`config.mk`:
```
export PLATFORM = sky130hd
export DESIGN_NAME = qdac_load_ctrl
export DESIGN_NICKNAME = d
export VERILOG_FILES = /design/src/rtl/qdac_pkg.sv /design/src/rtl/qdac_cmd_dec.sv /design/src/rtl/qdac_in_bank.sv /design/src/rtl/qdac_out_bank.sv /design/src/rtl/qdac_load_ctrl.sv
export SDC_FILE = /design/constraint.sdc
export NUM_CORES = 1
export LEC_CHECK = 0
export ABC_AREA = 1
export CAP_MARGIN = 20
export CORE_MARGIN = 5
export CORE_UTILIZATION = 40
export DETAILED_ROUTE_END_ITERATION = 8
export PLACE_DENSITY_LB_ADDON = 0.1
export SETUP_SLACK_MARGIN = 0.15
export SLEW_MARGIN = 40
export SYNTH_ARGS = -nofsm -noshare
export SYNTH_HDL_FRONTEND = slang
export SYNTH_SLANG_ARGS = --single-unit
```
`constraint.sdc`:
```
create_clock -name clk -period 3.3 [get_ports clk]
set_input_delay 0.495 -clock clk [delete_from_list [all_inputs] [get_ports clk]]
set_output_delay 0.495 -clock clk [all_outputs]
set_load 0.02 [all_outputs]
```
`src/rtl/qdac_pkg.sv`:
```
package qdac_pkg;
  localparam int unsigned CH_N_DEF = 4;
  localparam int unsigned DW_DEF   = 12;
  localparam int unsigned LO_W_DEF = 4;

  typedef enum logic [2:0] {
    ACT_IDLE,
    ACT_LOAD,
    ACT_XFER,
    ACT_WIPE,
    ACT_BLANK,
    ACT_BAD
  } act_e;
endpackage

```
`src/rtl/qdac_cmd_dec.sv`:
```
module qdac_cmd_dec
  import qdac_pkg::*;
#(
  parameter int unsigned CH_N = CH_N_DEF,
  localparam int unsigned AW = (CH_N > 1) ? $clog2(CH_N) : 1
) (
  input  logic [AW-1:0]   chan_i,
  input  logic            cs_n_i,
  input  logic            wr_in_n_i,
  input  logic            wr_xfer_n_i,
  input  logic            xfer_n_i,
  input  logic            clr_n_i,
  output act_e            act_o,
  output logic [CH_N-1:0] sel_o
);
  logic wr_req, xf_req, cl_req;

  assign wr_req = ~cs_n_i & ~wr_in_n_i;
  assign xf_req = ~wr_xfer_n_i & ~xfer_n_i;
  assign cl_req = ~clr_n_i;

  always_comb begin
    if (wr_req && (xf_req || cl_req))  act_o = ACT_BAD;
    else if (wr_req)                   act_o = ACT_LOAD;
    else if (xf_req && cl_req)         act_o = ACT_WIPE;
    else if (xf_req)                   act_o = ACT_XFER;
    else if (cl_req)                   act_o = ACT_BLANK;
    else                               act_o = ACT_IDLE;
  end

  for (genvar g = 0; g < CH_N; g++) begin : g_sel
    assign sel_o[g] = (chan_i == AW'(g));
  end
endmodule

```
`src/rtl/qdac_in_bank.sv`:
```
module qdac_in_bank
  import qdac_pkg::*;
#(
  parameter int unsigned CH_N = CH_N_DEF,
  parameter int unsigned DW   = DW_DEF,
  parameter int unsigned LO_W = LO_W_DEF
) (
  input  logic             clk,
  input  logic             arst_n,
  input  act_e             act_i,
  input  logic [CH_N-1:0]  sel_i,
  input  logic             full_i,
  input  logic [DW-1:0]    data_i,
  output logic [CH_N*DW-1:0] in_o
);
  for (genvar g = 0; g < CH_N; g++) begin : g_ch
    logic [DW-1:0] in_q, in_nxt;
    logic          in_en;

    assign in_en = (act_i == ACT_LOAD) && sel_i[g];

    always_comb begin
      in_nxt = in_q;
      if (full_i) in_nxt = data_i;
      else        in_nxt[LO_W-1:0] = data_i[DW-1 -: LO_W];
    end

    always_ff @(posedge clk or negedge arst_n) begin
      if (!arst_n)    in_q <= '0;
      else if (in_en) in_q <= in_nxt;
    end

    assign in_o[g*DW +: DW] = in_q;
  end
endmodule

```
`src/rtl/qdac_out_bank.sv`:
```
module qdac_out_bank
  import qdac_pkg::*;
#(
  parameter int unsigned CH_N = CH_N_DEF,
  parameter int unsigned DW   = DW_DEF
) (
  input  logic               clk,
  input  logic               arst_n,
  input  act_e               act_i,
  input  logic [CH_N*DW-1:0] in_i,
  output logic [CH_N*DW-1:0] codes_o,
  output logic               zero_force_o
);
  logic [CH_N*DW-1:0] dac_q, dac_nxt;
  logic               dac_en;
  logic               zf_q, zf_nxt, zf_en;

  assign dac_en  = (act_i == ACT_XFER) || (act_i == ACT_WIPE);
  assign dac_nxt = (act_i == ACT_WIPE) ? '0 : in_i;
  assign zf_en   = (act_i != ACT_BAD);
  assign zf_nxt  = (act_i == ACT_BLANK) || (act_i == ACT_WIPE);

  always_ff @(posedge clk or negedge arst_n) begin
    if (!arst_n)     dac_q <= '0;
    else if (dac_en) dac_q <= dac_nxt;
  end

  always_ff @(posedge clk or negedge arst_n) begin
    if (!arst_n)    zf_q <= 1'b0;
    else if (zf_en) zf_q <= zf_nxt;
  end

  assign codes_o      = zf_q ? '0 : dac_q;
  assign zero_force_o = zf_q;
endmodule

```
`src/rtl/qdac_load_ctrl.sv`:
```
module qdac_load_ctrl
  import qdac_pkg::*;
#(
  parameter int unsigned CH_N = CH_N_DEF,
  parameter int unsigned DW   = DW_DEF,
  parameter int unsigned LO_W = LO_W_DEF,
  localparam int unsigned AW = (CH_N > 1) ? $clog2(CH_N) : 1
) (
  input  logic               clk,
  input  logic               rst_n,
  input  logic [DW-1:0]      data_i,
  input  logic [AW-1:0]      chan_i,
  input  logic               cs_n_i,
  input  logic               wr_in_n_i,
  input  logic               byte_hi_i,
  input  logic               wr_xfer_n_i,
  input  logic               xfer_n_i,
  input  logic               clr_n_i,
  output logic [CH_N*DW-1:0] codes_o,
  output logic               zero_force_o,
  output logic               err_o
);
  logic               rst_meta_q, arst_n;
  act_e               act;
  logic [CH_N-1:0]    sel;
  logic [CH_N*DW-1:0] in_flat;
  logic               err_q, err_nxt;

  always_ff @(posedge clk or negedge rst_n) begin
    if (!rst_n) begin
      rst_meta_q <= 1'b0;
      arst_n     <= 1'b0;
    end else begin
      rst_meta_q <= 1'b1;
      arst_n     <= rst_meta_q;
    end
  end

  qdac_cmd_dec #(.CH_N(CH_N)) u_dec (
    .chan_i      (chan_i),
    .cs_n_i      (cs_n_i),
    .wr_in_n_i   (wr_in_n_i),
    .wr_xfer_n_i (wr_xfer_n_i),
    .xfer_n_i    (xfer_n_i),
    .clr_n_i     (clr_n_i),
    .act_o       (act),
    .sel_o       (sel)
  );

  qdac_in_bank #(.CH_N(CH_N), .DW(DW), .LO_W(LO_W)) u_in (
    .clk    (clk),
    .arst_n (arst_n),
    .act_i  (act),
    .sel_i  (sel),
    .full_i (byte_hi_i),
    .data_i (data_i),
    .in_o   (in_flat)
  );

  qdac_out_bank #(.CH_N(CH_N), .DW(DW)) u_out (
    .clk          (clk),
    .arst_n       (arst_n),
    .act_i        (act),
    .in_i         (in_flat),
    .codes_o      (codes_o),
    .zero_force_o (zero_force_o)
  );

  assign err_nxt = (act == ACT_BAD);

  always_ff @(posedge clk or negedge arst_n) begin
    if (!arst_n) err_q <= 1'b0;
    else         err_q <= err_nxt;
  end

  assign err_o = err_q;
endmodule

```
==> results_dict.tcl <==
set metrics [dict create \
    route.detailed.drc 0 \
    drt_iter0_drc 156 \
    cts_root_buf "clkbuf_8" \
    cts_hold_buf 0 \
    crit_required_ns 2.80 \
    yosys_most_used_dff "dfrtp_1" \
    antenna_found_initial 0 \
    power_density_nw_per_um2 491 \
    via_count 3474 \
    clk_latency_ns 0.37 \
    synth_warnings 0 \
    syn_area_um2 4350 \
    finalMaxSlewViolations 0 \
    gp_congestion 0.803 \
    cts_max_level 3 \
    cts_buffer_depth 2 \
    antenna_cells 0 \
    areaGrowthSynthToFinish_pct 23.3 \
    portBuffers 71 \
    routedWlPerCell_um 14.8 \
    post_cts_resized 0 \
    start_util_pct 40.5 \
    yosysSeqAreaShare_pct 57.5 \
    die_area_um2 13100 \
    fin_tns_setup_ns 0 \
    multi_input_area_um2 1440 \
    start_kind "flop" \
    setup_ws_ns 1.01 \
    cts.clk_slew.worst_paths_ns 0.11 \
    drive_above_1_share_pct 6.06 \
    yosys.cell_types.count 18 \
    rsz0062_at_grt "false" \
    status "finished clean" \
    hp-class "reg2async" \
    layout.nets 595 \
    grt_pass1_wl_um 17700 \
    rows 38 \
    fin_crit_sh_pct 69.5 \
    async_flop_share_pct 100 \
    cp-end-kind "output port" \
    vdd_drop_max_mv 0.220 \
    p_leak_nw 2.52 \
    cts_inserted_buffers 9 \
    period_minus_slack_ns 2.29 \
    setup_viol 0 \
    worstPathArrival_ns 1.80 \
    routed_wl_um 10600 \
    io_pins 72 \
    die_h_um 114 \
    ys_ff_latch 100 \
    mostFrequentLayoutCells "nand2_1 (103), dfrtp_1 (99), nand3_1 (80), clkdlybuf4s50_1 (71), inv_1 (62)" \
    fillers 1111 \
    synth_edf_count 0 \
    core_um2 10700 \
    worst-r2r-cell-count 3 \
    worstMarginPinSlew_ns 0.692 \
    timing.slew.headroom_pct 53.4 \
    grt_util_all_layers_pct 17.4 \
    worstReg2RegStart "arst_n" \
    cts_sinks 100 \
    syn_nets 534 \
    dp_hpwl_um 7160 \
    postCtsSetupBuffers 0 \
    synth_area_per_cell_um2 8.50 \
    die_w_um 114 \
    drt_first_pass_iters 4 \
    ff2ff_setup_slack_ns 2.22 \
    grt_pass1_vias 3418 \
    cp_max_fo 24 \
    syn_inst 512 \
    finalHoldViolCount 0 \
    viasPerCell 4.84 \
    grt-ovfl-total 0 \
    antenna_left 0 \
    grt_max_degree 46 \
    fin_worst_skew_ns 0.0105 \
    drv_cap 0 \
    ff_latch_area_um2 2510 \
    cts_tree "done" \
    preCtsSetupSlack_ns 0.907 \
    path_class "reg2out" \
    mostFrequentLayoutCell "nand2_1" \
    fmax_ghz 0.436 \
    r2r-end "u_in.g_ch[1].in_q[9]" \
]
## cell usage after synthesis (2+ instances only)
library cell / number / area share, %
nand3_1: 80 / 9.2
dfrtp_1: 100 / 57
inv_1: 62 / 5.3
nand2_1: 103 / 8.9
nand4_1: 4 / 0.57
o21ai_0: 56 / 6.4
nor2_1: 54 / 4.7
o21ai_1: 13 / 1.5
buf_4: 7 / 1.2
nor2_4: 4 / 1.0
buf_6: 4 / 1.0
buf_1: 3 / 0.26
clkbuf_1: 10 / 0.86
buf_2: 7 / 0.80
nor2_2: 2 / 0.29
## report_power, final
group | leakage (nW) | switching, mW | total, mW | internal [mW]
combinational | 1.09 | 0.254 | 0.418 | 0.164
clock | 0.0934 | 0.454 | 0.765 | 0.311
sequential | 1.33 | 0.0771 | 1.45 | 1.38
## stage by stage
stage,std cells,hold slack [ns],area (um2),util [%],power (mW)
finish,718,0.179,5370,50.0,2.64
global route,718,0.199,5370,50.0,2.79
CTS,718,0.179,5370,50.0,2.67
detailed placement,702,0.190,5180,48.2,1.90
global placement,700,0.338,5130,47.7,1.89
floorplan,512,0.199,4350,-,1.72
## area by class of cell
| class | instances | share of cell area, % |
|---|---|---|
| clock buffer | 10 | 2.56 |
| sequential | 100 | 46.7 |
| timing repair buffer | 82 | 15.4 |
| inverter | 62 | 4.33 |
| tap | 140 | 3.26 |
| multi-input combinational | 318 | 26.8 |
| clock inverter | 6 | 1.03 |
## how the worst max path moves through the flow
stage / from / end / slack, ns / cells after the start
floorplan: arst_n / err_o / 0.31 / 0
global placement: wr_in_n_i / u_in.g_ch[1].in_q[5] / 0.97 / 7
detailed placement: wr_in_n_i / u_in.g_ch[1].in_q[8] / 0.91 / 7
CTS: u_out.zero_force_o / codes_o[38] / 1.00 / 3
global route: u_out.zero_force_o / codes_o[38] / 0.95 / 3
finish: u_out.zero_force_o / codes_o[38] / 1.01 / 3
## worst max-delay path, stage by stage, from the launching register on
cell	delay (ns)
dfrtp_1	0.39
buf_4	0.22
nor2_1	0.18
clkdlybuf4s50_1	0.63
## state kept, by name, indices dropped and copies added (netlist names)
name,count
err_o,1
u_out.dac_q,48
u_out.zero_force_o,1
u_in.g_ch.in_q,48
arst_n,1
rst_meta_q,1
## cell families after synthesis
kind of cell	share of synthesized area, %
compound gates	7.93
buf+inv	9.63
flops	57.5
other cells	0.0861
simple gates	24.9
## metal layers
layer	routed length, um	track usage (%)	up-vias
met5	0	0	-
met4	89	4.99	0
met3	607	3.33	9
met2	4990	27.5	79
met1	4920	24.4	1645
li1	-	-	1741
Note: power is estimated with default switching activity, not from simulation.
